--- src/rtl/msl_pkg.sv ---
package msl_pkg;
  localparam int unsigned CNT_W   = 2;
  // pin register + RAM read register + input register, minus the visible cycle
  localparam int unsigned ACC_LAT = 2;
  typedef logic [CNT_W-1:0] rcnt_t;
endpackage

--- src/rtl/msl_ctrl.sv ---
module msl_ctrl
  import msl_pkg::*;
#(
  parameter int unsigned PIPE_LVL = 2
) (
  input  logic  clk,
  input  logic  rst,
  input  logic  req_rd,
  input  logic  req_wr,
  output logic  accept,
  output rcnt_t cnt_q,
  output logic  err_q
);
  logic any_req;
  logic clash;
  logic slot_ok;
  logic reject;
  logic done_q;

  assign any_req = req_rd | req_wr;
  assign clash   = req_rd & req_wr;

  generate
    if (PIPE_LVL == 0) begin : g_lvl_idle
      assign slot_ok = (cnt_q == '0) && !done_q;
    end else begin : g_lvl_overlap
      assign slot_ok = (int'(cnt_q) < int'(PIPE_LVL));
    end
  endgenerate

  assign accept = any_req && slot_ok && !clash;
  assign reject = any_req && !accept;

  always_ff @(posedge clk) begin
    if (rst) begin
      cnt_q  <= '0;
      done_q <= 1'b0;
      err_q  <= 1'b0;
    end else begin
      done_q <= (cnt_q == rcnt_t'(1)) && !accept;
      if (accept)
        cnt_q <= rcnt_t'(ACC_LAT);
      else if (cnt_q != '0)
        cnt_q <= cnt_q - rcnt_t'(1);
      if (reject)
        err_q <= 1'b1;
    end
  end

  assert_cnt_load_R2: assert property (@(posedge clk) disable iff (rst)
    accept |=> cnt_q == rcnt_t'(ACC_LAT));
  assert_cnt_step_R2: assert property (@(posedge clk) disable iff (rst)
    (!accept && cnt_q != '0) |=> cnt_q == $past(cnt_q) - rcnt_t'(1));
  assert_cnt_range_R2: assert property (@(posedge clk) disable iff (rst)
    int'(cnt_q) <= int'(ACC_LAT));
  assert_err_sticky_R7: assert property (@(posedge clk) disable iff (rst)
    err_q |=> err_q);
  assert_clash_R8: assert property (@(posedge clk) disable iff (rst)
    clash |=> err_q);
endmodule

--- src/rtl/msl_pin_stage.sv ---
module msl_pin_stage #(
  parameter int unsigned ADDR_W = 4,
  parameter int unsigned DATA_W = 8
) (
  input  logic              clk,
  input  logic              rst,
  input  logic              accept,
  input  logic              req_wr,
  input  logic [ADDR_W-1:0] req_addr,
  input  logic [DATA_W-1:0] req_wdata,
  output logic              pin_cs,
  output logic              pin_we,
  output logic [ADDR_W-1:0] pin_addr,
  output logic [DATA_W-1:0] pin_wdata
);
  always_ff @(posedge clk) begin
    if (rst) begin
      pin_cs <= 1'b0;
      pin_we <= 1'b0;
    end else begin
      pin_cs <= accept;
      pin_we <= accept && req_wr;
    end
  end

  always_ff @(posedge clk) begin
    if (accept) begin
      pin_addr  <= req_addr;
      pin_wdata <= req_wdata;
    end
  end

  assert_we_needs_cs_R5: assert property (@(posedge clk) disable iff (rst)
    pin_we |-> pin_cs);
endmodule

--- src/rtl/msl_sram.sv ---
module msl_sram #(
  parameter int unsigned ADDR_W = 4,
  parameter int unsigned DATA_W = 8
) (
  input  logic              clk,
  input  logic              rst,
  input  logic              cs,
  input  logic              we,
  input  logic [ADDR_W-1:0] addr,
  input  logic [DATA_W-1:0] wdata,
  output logic [DATA_W-1:0] rdata_q,
  output logic              rvalid_q
);
  localparam int unsigned DEPTH = 1 << ADDR_W;

  logic [DATA_W-1:0] mem [DEPTH];

  always_ff @(posedge clk) begin
    if (cs && we)
      mem[addr] <= wdata;
    if (cs && !we)
      rdata_q <= mem[addr];
  end

  always_ff @(posedge clk) begin
    if (rst) rvalid_q <= 1'b0;
    else     rvalid_q <= cs && !we;
  end
endmodule

--- src/rtl/msl_ret.sv ---
module msl_ret #(
  parameter int unsigned DATA_W = 8
) (
  input  logic              clk,
  input  logic              rst,
  input  logic              in_valid,
  input  logic [DATA_W-1:0] in_data,
  output logic              fresh_q,
  output logic [DATA_W-1:0] rd_data
);
  logic [DATA_W-1:0] rx_q;
  logic [DATA_W-1:0] hold_q;

  always_ff @(posedge clk) begin
    if (rst) begin
      rx_q    <= '0;
      hold_q  <= '0;
      fresh_q <= 1'b0;
    end else begin
      fresh_q <= in_valid;
      if (in_valid) rx_q   <= in_data;
      if (fresh_q)  hold_q <= rx_q;
    end
  end

  assign rd_data = fresh_q ? rx_q : hold_q;

  assert_hold_R4: assert property (@(posedge clk) disable iff (rst)
    !fresh_q |-> rd_data == $past(rd_data));
endmodule

--- src/rtl/msl_slave.sv ---
module msl_slave
  import msl_pkg::*;
#(
  parameter int unsigned ADDR_W   = 4,
  parameter int unsigned DATA_W   = 8,
  parameter int unsigned PIPE_LVL = 2
) (
  input  logic              clk,
  input  logic              rst,
  input  logic              req_rd,
  input  logic              req_wr,
  input  logic [ADDR_W-1:0] req_addr,
  input  logic [DATA_W-1:0] req_wdata,
  output logic [CNT_W-1:0]  rdy_cnt,
  output logic [DATA_W-1:0] rd_data,
  output logic              proto_err
);
  logic              accept;
  rcnt_t             cnt_q;
  logic              pin_cs;
  logic              pin_we;
  logic [ADDR_W-1:0] pin_addr;
  logic [DATA_W-1:0] pin_wdata;
  logic [DATA_W-1:0] ram_q;
  logic              ram_v;
  logic              fresh;

  initial begin
    assert (PIPE_LVL <= 3) else $error("PIPE_LVL out of range");
  end

  msl_ctrl #(.PIPE_LVL(PIPE_LVL)) u_ctrl (
    .clk(clk), .rst(rst), .req_rd(req_rd), .req_wr(req_wr),
    .accept(accept), .cnt_q(cnt_q), .err_q(proto_err)
  );

  msl_pin_stage #(.ADDR_W(ADDR_W), .DATA_W(DATA_W)) u_pin (
    .clk(clk), .rst(rst), .accept(accept), .req_wr(req_wr),
    .req_addr(req_addr), .req_wdata(req_wdata),
    .pin_cs(pin_cs), .pin_we(pin_we), .pin_addr(pin_addr), .pin_wdata(pin_wdata)
  );

  msl_sram #(.ADDR_W(ADDR_W), .DATA_W(DATA_W)) u_ram (
    .clk(clk), .rst(rst), .cs(pin_cs), .we(pin_we), .addr(pin_addr),
    .wdata(pin_wdata), .rdata_q(ram_q), .rvalid_q(ram_v)
  );

  msl_ret #(.DATA_W(DATA_W)) u_ret (
    .clk(clk), .rst(rst), .in_valid(ram_v), .in_data(ram_q),
    .fresh_q(fresh), .rd_data(rd_data)
  );

  assign rdy_cnt = cnt_q;

  assert_reject_no_pin_R7: assert property (@(posedge clk) disable iff (rst)
    ((req_rd || req_wr) && !accept) |=> !pin_cs);
  assert_err_cause_R7: assert property (@(posedge clk) disable iff (rst)
    $rose(proto_err) |-> $past(req_rd || req_wr));
  assert_fresh_after_read_R3: assert property (@(posedge clk) disable iff (rst)
    fresh |-> $past(ram_v));
  assert_write_keeps_data_R5: assert property (@(posedge clk) disable iff (rst)
    (pin_cs && pin_we) |=> !ram_v);
endmodule

--- config.mk ---
export PLATFORM = sky130hd
export DESIGN_NAME = msl_slave
export DESIGN_NICKNAME = d
export VERILOG_FILES = /design/src/rtl/msl_pkg.sv /design/src/rtl/msl_ctrl.sv /design/src/rtl/msl_pin_stage.sv /design/src/rtl/msl_sram.sv /design/src/rtl/msl_ret.sv /design/src/rtl/msl_slave.sv
export SDC_FILE = /design/constraint.sdc
export NUM_CORES = 1
export LEC_CHECK = 0
export BUFFER_PORTS_ARGS = -buffer_cell sky130_fd_sc_hd__buf_2
export CORE_UTILIZATION = 35
export DETAILED_ROUTE_END_ITERATION = 10
export SYNTH_ARGS = -nofsm -noshare
export SYNTH_HDL_FRONTEND = slang
export SYNTH_SLANG_ARGS = --single-unit
--- constraint.sdc ---
create_clock -name clk -period 2.6 [get_ports clk]
set_clock_uncertainty 0.2 [all_clocks]
set_input_delay 0.52 -clock clk [delete_from_list [all_inputs] [get_ports clk]]
set_output_delay 0.52 -clock clk [all_outputs]
set_load 0.05 [all_outputs]
==> results.toml <==
[power_and_ir_drop]
clockPowerShare = 0.432
intPower_mw = 4.776
p_per_area_nw_per_um2 = 798.3
leakagePower_nw = 2.566
p_comb_frac = 0.046
worst_ir_drop_vdd_v = 0.0005069
power_frac_seq = 0.522
p_sw_frac = 0.2049
power_switching_mw = 1.231

[clock_tree]
clock-sinks = 171
clk_path_buf_depth = 2
cts_tree = "done"
postCtsResizedCells = 0
hold_buffers = 0
cts_made_buffers = 17
path_clk_slew_ns = 0.06
htreeDepth = 4
post_cts_buffers = 0
clk_latency_ns = 0.42
cts-root-buf = "clkbuf_16"

[worst_setup_path]
path_cells = "mux2_2 -> buf_2"
worstPathRequired_ns = 1.88
startpoint_type = "flip-flop"
cp.arrival_ns = 1.54
cpPeakStageDelay_ns = 0.51
criticalPathCategory = "reg2out"
cp_slowest_cell = "dfxtp_1"
worstPathMaxFanout = 8
cp-end-kind = "output pin"
rr_worst_depth = 4

[finish]
stdcell_area_sq_um = 7525
nNetsFinal = 385
syn2layout_area_growth_pct = 17.58
instances_no_fill = 610
drive_gt1_frac = 0.2625
diodes = 0

[global_routing]
grtUsageTotal = 0.1456
grt-ovfl-total = 0
grt_max_degree = 37
grt_pass1_vias = 3067
grt_pass1_wl_mm = 18.64
antenna_found_initial = 0

[drt]
viasPerCell = 4.833
drc_errors = 0
final_antenna_net_count = 0
first_iter_violations = 228
via_count = 2948
post_drt_wl_per_cell_um = 20.39
wirelength_mm = 12.44
firstDrtPassIters = 4

[synthesis]
synth_area_per_cell_sq_um = 20.13
yosysMostFrequentCell = "edfxtp_1"
async_flop_share = 0
postSynthCellCount = 318
yosys-top-cells-count = "edfxtp_1, nor2_1, dfxtp_1"
ys_ff_latch = 171
syn-cell-area_sq_um = 6400
synth_area_leaders = "edfxtp_1, dfxtp_1, mux4_1"
synth_largest_area_cell = "edfxtp_1"
synth-main-ff-cell = "edfxtp_1"
syn-num-nets = 334
ys_types = 26
ys_seq_area_frac = 0.7664
synth_top_area_frac = 0.6944
yosysWarnings = 0
synth-edff-count = 148

[place]
place_hpwl_mm = 7.847
port_buffers = 26
dp.cells = 579
place_area_sq_um = 6920
place.gp.congestion = 0.7658

[sta]
hold_violations = 0
maxSlewHeadroom = 0.5435
tns_ns = 0
max_freq_mhz = 443.2
worst_pin_slew_ns = 0.6833
setup_viol = 0
holdWs_ns = 0.07221
timing.final.crit_share = 0.8679
rsz0062_at_grt = "no"
maxSlewViolCount = 0
min_period_ns = 2.256

[floorplan]
boundaryPins = 27
core_sq_um = 17960
die_area_sq_um = 18830
die_w_um = 137.2
die_h_um = 137.2
rows = 49
initial_core_util = 0.3563

[run]
drv_cap = 0

[worst_hold_path]
whs_path_depth = 1
holdCritPathClass = "in2reg"

[status]
outcome = "completed"
[state kept, by name, indices dropped and copies added (netlist names), 2 cells and up]
name and count:
u_ctrl.cnt_q 2, u_pin.pin_addr 4, u_pin.pin_wdata 8, u_ram.mem 128
u_ram.rdata_q 8, u_ret.hold_q 8, u_ret.rx_q 8
[logic make-up (layout without fill, tap and decap cells)]
logic type	count (synthesis)	after routing	share of synthesized area
simple gates	62	62	0.04731
mux	48	48	0.1486
compound gates	17	17	0.01955
xor+xnor	1	1	0.001369
fa+ha+maj	1	1	0.001564
buf+inv	18	81	0.01525
flops	171	171	0.7664
[routing by layer]
layer | global-route usage | part of all wire | up-vias
li1 | - | - | 1388
met1 | 0.1916 | 0.44 | 1475
met2 | 0.2290 | 0.49 | 81
met3 | 0.04489 | 0.060 | 4
met4 | 0.04945 | 0.0082 | 0
met5 | 0 | 0 | -
[power groups by stage]
stage	logic, mW	registers, mW	clock network [mW]
2_1_floorplan	0.201	3.16	0
3_3_place_gp	0.276	3.19	0
3_5_place_dp	0.282	3.20	0
4_1_cts	0.283	3.14	2.66
5_1_grt	0.299	3.15	2.76
6_report	0.277	3.13	2.60
[critical path, delay by kind of cell, from the launching register on]
family | cells | cell delay (ns)
mux | 1 | 0.39
buf+inv | 1 | 0.21
flops | 1 | 0.51
[placed cells by master, fill, tap and decap left out]
master and n:
nand4b_1 2, mux2_2 8, nor2_1 24, nand2b_1 3
mux4_1 16, or3_1 1, mux2i_1 8, clkinvlp_4 1
inv_1 1, nor2b_1 13, and2_1 1, clkinv_2 2
buf_12 2, clkinv_1 2, mux4_2 16, a21oi_1 1
clkinv_4 2, clkbuf_1 2, clkbuf_16 17, nor3_1 4
buf_4 21, bufinv_16 4, dfxtp_1 23, edfxtp_1 148
xor2_1 1, nand2_1 11, maj3_1 1, inv_6 1
nor3b_1 2, buf_2 26, nand4_1 1, a22oi_1 16
[final timing paths]
kind / from / end / slack (ns)
worst max register to register: u_pin.pin_addr[0] / u_ram.rdata_q[1] / 0.44
worst min-delay path: req_wdata[1] / u_pin.pin_wdata[1] / 0.07
worst max-delay path: u_ret.fresh_q / rd_data[7] / 0.34
worst min register to register: u_ctrl.cnt_q[0] / u_ctrl.cnt_q[0] / 0.26
[stage by stage]
stage / setup WS [ns] / total power [mW] / util
floorplan: 0.2707 / 3.360 / -
global placement: 0.4425 / 3.466 / 0.3852
detailed placement: 0.4342 / 3.478 / 0.3852
CTS: 0.2920 / 6.076 / 0.4189
global route: 0.2641 / 6.201 / 0.4189
finish: 0.3436 / 6.007 / 0.4189
[layout make-up]
type | count | area, sq um
clock buffers | 19 | 432.9
clock inverters | 12 | 171.4
fillers | 1556 | 10440
inverters | 1 | 3.754
multi-input cells | 129 | 1398
flip-flops and latches | 171 | 4905
well taps | 229 | 286.5
repair buffers | 49 | 327.8
Note: power is estimated with default switching activity, not from simulation.
